**src/rtl/netif_ctrl_pkg.sv**
```systemverilog
package netif_ctrl_pkg;
  localparam int REG_W = 16;

  typedef enum logic [1:0] {
    SEL_STAT = 2'd0,
    SEL_PCTL = 2'd1,
    SEL_PLOW = 2'd2,
    SEL_NONE = 2'd3
  } reg_sel_e;

  // status word bit positions
  localparam int B_RST    = 15;
  localparam int B_LIVE   = 14;
  localparam int B_ATTN   = 13;
  localparam int B_IE_CTL = 12;
  localparam int B_IE_PAR = 11;
  localparam int B_PFLAG  = 9;
  localparam int B_IFLAG  = 8;
  localparam int B_AUX    = 5;
  localparam int B_256K   = 4;
  localparam int WIN_W    = 4;

  // parity control bit positions
  localparam int P_ACK = 8;
  localparam int P_SRC = 7;
  localparam int P_END = 6;

  typedef struct packed {
    logic rst;
    logic live;
    logic attn;
    logic ie_ctl;
    logic ie_par;
    logic aux;
  } ctrl_t;

  function automatic ctrl_t unpack_ctrl(input logic [REG_W-1:0] w);
    ctrl_t c;
    c.rst    = w[B_RST];
    c.live   = w[B_LIVE];
    c.attn   = w[B_ATTN];
    c.ie_ctl = w[B_IE_CTL];
    c.ie_par = w[B_IE_PAR];
    c.aux    = w[B_AUX];
    return c;
  endfunction

  function automatic logic [REG_W-1:0] pack_status(input ctrl_t c, input logic pflag,
                                                   input logic iflag, input logic big,
                                                   input logic [WIN_W-1:0] win);
    logic [REG_W-1:0] w;
    w = '0;
    w[B_RST]    = c.rst;
    w[B_LIVE]   = c.live;
    w[B_ATTN]   = c.attn;
    w[B_IE_CTL] = c.ie_ctl;
    w[B_IE_PAR] = c.ie_par;
    w[B_PFLAG]  = pflag;
    w[B_IFLAG]  = iflag;
    w[B_AUX]    = c.aux;
    w[B_256K]   = big;
    w[WIN_W-1:0] = win;
    return w;
  endfunction
endpackage

```
**src/rtl/netif_ctrl_bits.sv**
```systemverilog
module netif_ctrl_bits
  import netif_ctrl_pkg::*;
(
  input  logic             clk,
  input  logic             rst_n,
  input  logic             wr_stat,
  input  logic [REG_W-1:0] wdata,
  output ctrl_t            ctrl_q
);
  always_ff @(posedge clk) begin
    if (!rst_n)       ctrl_q <= '0;
    else if (wr_stat) ctrl_q <= unpack_ctrl(wdata);
  end

  // attention and the other control levels only move on a status write
  p_level_hold_r3: assert property (@(posedge clk) disable iff (!rst_n)
    !wr_stat |=> $stable(ctrl_q));
  p_load_r2: assert property (@(posedge clk) disable iff (!rst_n)
    wr_stat |=> ctrl_q.attn == $past(wdata[B_ATTN]));
endmodule

```
**src/rtl/netif_par_latch.sv**
```systemverilog
module netif_par_latch #(
  parameter int ADDR_W = 20
) (
  input  logic              clk,
  input  logic              rst_n,
  input  logic              err_in,
  input  logic [ADDR_W-1:0] err_addr,
  input  logic              err_src,
  input  logic              err_end,
  input  logic              ack,
  output logic              flag_q,
  output logic [ADDR_W-1:0] addr_q,
  output logic              src_q,
  output logic              end_q
);
  logic take;
  assign take = err_in && (!flag_q || ack);

  always_ff @(posedge clk) begin
    if (!rst_n) begin
      flag_q <= 1'b0;
      addr_q <= '0;
      src_q  <= 1'b0;
      end_q  <= 1'b0;
    end else if (take) begin
      flag_q <= 1'b1;
      addr_q <= err_addr;
      src_q  <= err_src;
      end_q  <= err_end;
    end else if (ack) begin
      flag_q <= 1'b0;
    end
  end

  p_capture_r5: assert property (@(posedge clk) disable iff (!rst_n)
    (err_in && !flag_q) |=> (flag_q && addr_q == $past(err_addr)));
  p_first_only_r6: assert property (@(posedge clk) disable iff (!rst_n)
    (flag_q && !ack) |=> (flag_q && $stable(addr_q) && $stable(src_q) && $stable(end_q)));
  p_ack_clear_r7: assert property (@(posedge clk) disable iff (!rst_n)
    (ack && !err_in) |=> !flag_q);
  p_ack_collide_r7: assert property (@(posedge clk) disable iff (!rst_n)
    (ack && err_in) |=> flag_q);
endmodule

```
**src/rtl/netif_irq_merge.sv**
```systemverilog
module netif_irq_merge (
  input  logic clk,
  input  logic rst_n,
  input  logic ctl_req,
  input  logic ctl_en,
  input  logic par_flag,
  input  logic par_en,
  output logic irq
);
  assign irq = (ctl_req & ctl_en) | (par_flag & par_en);

  p_quiet_r8: assert property (@(posedge clk) disable iff (!rst_n)
    (!ctl_en && !par_en) |-> !irq);
  p_par_wins_r8: assert property (@(posedge clk) disable iff (!rst_n)
    (par_flag && par_en) |-> irq);
endmodule

```
**src/rtl/netif_ctrl_regs.sv**
```systemverilog
module netif_ctrl_regs
  import netif_ctrl_pkg::*;
#(
  parameter int PAR_ADDR_W = 20
) (
  input  logic                  clk,
  input  logic                  rst_n,
  input  logic                  reg_we,
  input  logic [1:0]            reg_sel,
  input  logic [REG_W-1:0]      reg_wdata,
  output logic [REG_W-1:0]      reg_rdata,
  input  logic                  par_err,
  input  logic [PAR_ADDR_W-1:0] par_addr,
  input  logic                  par_src,
  input  logic                  par_end,
  input  logic                  ctl_irq,
  input  logic                  strap_256k,
  input  logic [WIN_W-1:0]      strap_win,
  output logic                  board_rst,
  output logic                  live_sel,
  output logic                  chan_attn,
  output logic                  aux_bus_en,
  output logic                  irq_out
);
  localparam int LOW_W = 16;
  localparam int HI_W  = PAR_ADDR_W - LOW_W;

  ctrl_t                 ctrl_q;
  logic                  wr_stat, ack_w;
  logic                  pflag;
  logic [PAR_ADDR_W-1:0] paddr;
  logic                  psrc, pend;

  assign wr_stat = reg_we && (reg_sel == SEL_STAT);
  assign ack_w   = reg_we && (reg_sel == SEL_PCTL) && reg_wdata[P_ACK];

  netif_ctrl_bits u_bits (
    .clk(clk), .rst_n(rst_n), .wr_stat(wr_stat), .wdata(reg_wdata), .ctrl_q(ctrl_q)
  );

  netif_par_latch #(.ADDR_W(PAR_ADDR_W)) u_par (
    .clk(clk), .rst_n(rst_n), .err_in(par_err), .err_addr(par_addr),
    .err_src(par_src), .err_end(par_end), .ack(ack_w),
    .flag_q(pflag), .addr_q(paddr), .src_q(psrc), .end_q(pend)
  );

  netif_irq_merge u_irq (
    .clk(clk), .rst_n(rst_n), .ctl_req(ctl_irq), .ctl_en(ctrl_q.ie_ctl),
    .par_flag(pflag), .par_en(ctrl_q.ie_par), .irq(irq_out)
  );

  assign board_rst  = ctrl_q.rst;
  assign live_sel   = ctrl_q.live;
  assign chan_attn  = ctrl_q.attn;
  assign aux_bus_en = ctrl_q.aux;

  always_comb begin
    reg_rdata = '0;
    unique case (reg_sel_e'(reg_sel))
      SEL_STAT: reg_rdata = pack_status(ctrl_q, pflag, ctl_irq, strap_256k, strap_win);
      SEL_PCTL: begin
        reg_rdata[P_SRC]    = psrc;
        reg_rdata[P_END]    = pend;
        reg_rdata[HI_W-1:0] = paddr[PAR_ADDR_W-1:LOW_W];
      end
      SEL_PLOW: reg_rdata = paddr[LOW_W-1:0];
      SEL_NONE: reg_rdata = '0;
    endcase
  end

  p_ack_reads_zero_r7: assert property (@(posedge clk) disable iff (!rst_n)
    (reg_sel == SEL_PCTL) |-> !reg_rdata[P_ACK]);
  p_unused_zero_r9: assert property (@(posedge clk) disable iff (!rst_n)
    (reg_sel == SEL_NONE) |-> (reg_rdata == '0));
  p_attn_out_r3: assert property (@(posedge clk) disable iff (!rst_n)
    (reg_we && reg_sel != SEL_STAT) |=> $stable(chan_attn));
endmodule

```
**config.mk**
```make
export PLATFORM = sky130hd
export DESIGN_NAME = netif_ctrl_regs
export DESIGN_NICKNAME = d
export VERILOG_FILES = /design/src/rtl/netif_ctrl_pkg.sv /design/src/rtl/netif_ctrl_bits.sv /design/src/rtl/netif_par_latch.sv /design/src/rtl/netif_irq_merge.sv /design/src/rtl/netif_ctrl_regs.sv
export SDC_FILE = /design/constraint.sdc
export NUM_CORES = 1
export LEC_CHECK = 0
export BUFFER_PORTS_ARGS = -buffer_cell sky130_fd_sc_hd__buf_2
export CAP_MARGIN = 10
export CORE_UTILIZATION = 40
export CTS_BUF_LIST = sky130_fd_sc_hd__clkbuf_4
export DETAILED_ROUTE_END_ITERATION = 16
export PLACE_DENSITY = 0.64
export SLEW_MARGIN = 25
export SYNTH_ARGS = -nofsm -noshare
export SYNTH_HDL_FRONTEND = slang
export SYNTH_SLANG_ARGS = --single-unit
```
**constraint.sdc**
```tcl
create_clock -name clk -period 2.6 [get_ports clk]
set_input_delay 0 -clock clk [delete_from_list [all_inputs] [get_ports clk]]
set_output_delay 0 -clock clk [all_outputs]
set_load 0.01 [all_outputs]
```
==> impl_metrics.yaml <==
power:
  ir_worst_vdd_v: 0.000402
  leakage_nw: 1.09
  power_density_mw_per_mm2: 451
clock_tree:
  root_buffer: "clkbuf_4"
  worstSkewPairLatency_ns: 0.35
  cts_setup_buffers: 0
  h-tree-depth: 2
  clk_pin_slew_worst_paths_ns: 0.10
  cts_sinks: 29
  cts_buffer_depth: 2
  hold_buffers: 28
  cts_buffers: 5
  cts_resized: 0
  cts_tree: "yes"
global_route:
  grt_remaining_overflow: 0
  gr-usage-met3_pct: 3.85
  grt_max_degree: 46
  top_usage_layer: "met2"
  track_usage_pct: 21.4
  met1_usage_pct: 29.9
  antenna_found_initial: 0
  met2_usage_pct: 33.0
  grt_pass1_vias: 1840
  grt_first_pass_wirelength_um: 8560
floorplan:
  core_mm2: 0.00444
  die_h_um: 70.7
  num_io_pins: 71
  dieArea_mm2: 0.00500
  die_w_um: 70.7
  rows: 24
  initial_core_util_pct: 42.5
critical_path:
  cp-end-kind: "output pin"
  cp.arrival_ns: 1.39
  crit_path_start_kind: "flip-flop"
  path_class: "reg -> out"
  critPathMaxFanout: 24
  critical_path_required_ns: 2.60
yosys:
  synth_area_leader_cell: "dfxtp_1"
  yosys.area.top_type_share_pct: 30.7
  synthDistinctLibCells: 23
  synth_cells: 222
  syn_nets: 272
  ys_seq_area_share_pct: 30.7
  avgSynthCellArea_um2: 8.51
  netlist_area_mm2: 0.00189
  synth-seq-cells: 29
  ys_top_cells_by_area: "dfxtp_1, and3b_1, mux2i_1"
  ys.warnings.count: 0
job:
  drv_cap: 0
timing:
  tightest_slew_ns: 0.744
  rsz0062_at_grt: "no"
  hold_viol_final: 0
  drv_slew: 0
  fin_tns_setup_ns: 0
  period_needed_ns: 1.39
  finalSetupViolCount: 0
  slew_headroom_pct: 50.3
  max_freq_mhz: 721
  fin_skew_ns: 0.00714
  period_share_pct: 53.3
  setup_ws_ns: 1.21
finish:
  fin_cells: 347
  fill_cells: 449
  syn2layout_area_growth_pct: 31.4
  final-seq-area_um2: 581
  nets: 344
  layout_commonest_cell: "buf_2"
  drive_above_1_share_pct: 25.1
  multi_input_area_mm2: 0.00113
  antenna_cells: 0
  fin_area_mm2: 0.00248
  layout_common_cells: "buf_2, dfxtp_1, dlygate4sd3_1"
drt:
  vias: 1993
  firstDrtPassIters: 10
  routed_wl_um: 5100
  drc: 12
  wire_per_inst_um: 14.7
  via_per_inst: 5.74
  drt.antenna.violating_nets: 0
  drt-initial-drc-count: 111
status:
  violations: "design-rule violations"
  status: "finished with violations"
placed_design:
  gp_congestion: 0.727
  dp_cells: 311
  dp_hpwl_um: 3170
  place_worst_setup_slack_ns: 1.23
  placed_area_mm2: 0.00212
  portBuffers: 61
worst_hold_path:
  hold_path.class: "in -> reg"
-- critical path, cell delays in order (launching register included) --
cell     delay, ns
dfxtp_1       0.34
buf_4         0.28
mux2i_1       0.13
nor2_1        0.14
buf_2         0.15
-- cell type report --
| cell class | instances | area share (%) |
|---|---|---|
| Multi-Input combinational cell | 163 | 45.6 |
| Timing Repair Buffer | 94 | 25.1 |
| Sequential cell | 29 | 23.4 |
| Tap cell | 52 | 2.62 |
| Clock buffer | 6 | 1.81 |
| Clock inverter | 2 | 1.36 |
| Inverter | 1 | 0.151 |
-- synth_stat cells --
cell	n
dfxtp_1	29
a31oi_1	22
and3b_1	22
nand3_1	22
nand4_1	22
o211ai_1	22
mux2i_1	19
buf_2	12
nor2_1	10
clkbuf_1	9
nor2b_1	8
buf_6	6
nand2_1	4
o21ai_0	4
a22o_1	3
and2_0	1
and2_1	1
and4b_1	1
buf_4	1
clkbuf_2	1
inv_1	1
nor3b_4	1
o21a_1	1
-- final timing paths --
| check | start | endpoint | slack (ns) | depth (start not counted) |
|---|---|---|---|---|
| worst max-delay path | u_par.flag_q$_SDFFE_PN0P_ | reg_rdata[9] | 1.21 | 4 |
| worst min-delay path | par_err | u_par.addr_q[4]$_SDFFE_PN0P_ | 0.12 | 3 |
| worst max register to register | u_par.flag_q$_SDFFE_PN0P_ | u_par.flag_q$_SDFFE_PN0P_ | 1.35 | 3 |
| worst min register to register | u_par.addr_q[1]$_SDFFE_PN0P_ | u_par.addr_q[1]$_SDFFE_PN0P_ | 0.51 | 2 |
-- logic make-up after synthesis --
family / count (synthesis) / synth area share, %
compound gates: 52 / 18.9
buf+inv: 30 / 9.40
flops: 29 / 30.7
mux: 19 / 10.1
simple gates: 92 / 30.9
-- power by group --
| group | switching [mW] | internal [mW] | total, mW | leakage (nW) |
|---|---|---|---|---|
| combinational | 0.123 | 0.116 | 0.238 | 0.809 |
| sequential | 0.0224 | 0.476 | 0.499 | 0.238 |
| clock | 0.171 | 0.210 | 0.382 | 0.0433 |
| total | 0.316 | 0.802 | 1.12 | 1.09 |
-- through the flow --
step / hold WS (ns) / util [%] / power [mW]
global route: 0.147 / 55.9 / 1.17
global placement: 0.252 / 47.8 / 0.710
finish: 0.122 / 55.9 / 1.12
CTS: 0.113 / 55.9 / 1.12
detailed placement: 0.256 / 47.8 / 0.715
floorplan: 0.146 / - / 0.643
-- registers in the layout (all words and copies together) (netlist names) --
name,flops
u_par.addr_q,20
u_par.src_q,1
u_bits.ctrl_q,6
u_par.flag_q,1
u_par.end_q,1
-- metal layers --
metal | vias up | routed length (um)
li1 | 996 | -
met1 | 922 | 2530
met2 | 67 | 2190
met3 | 8 | 291
met4 | 0 | 85
met5 | - | 0
(Power assumes the default switching activity.)
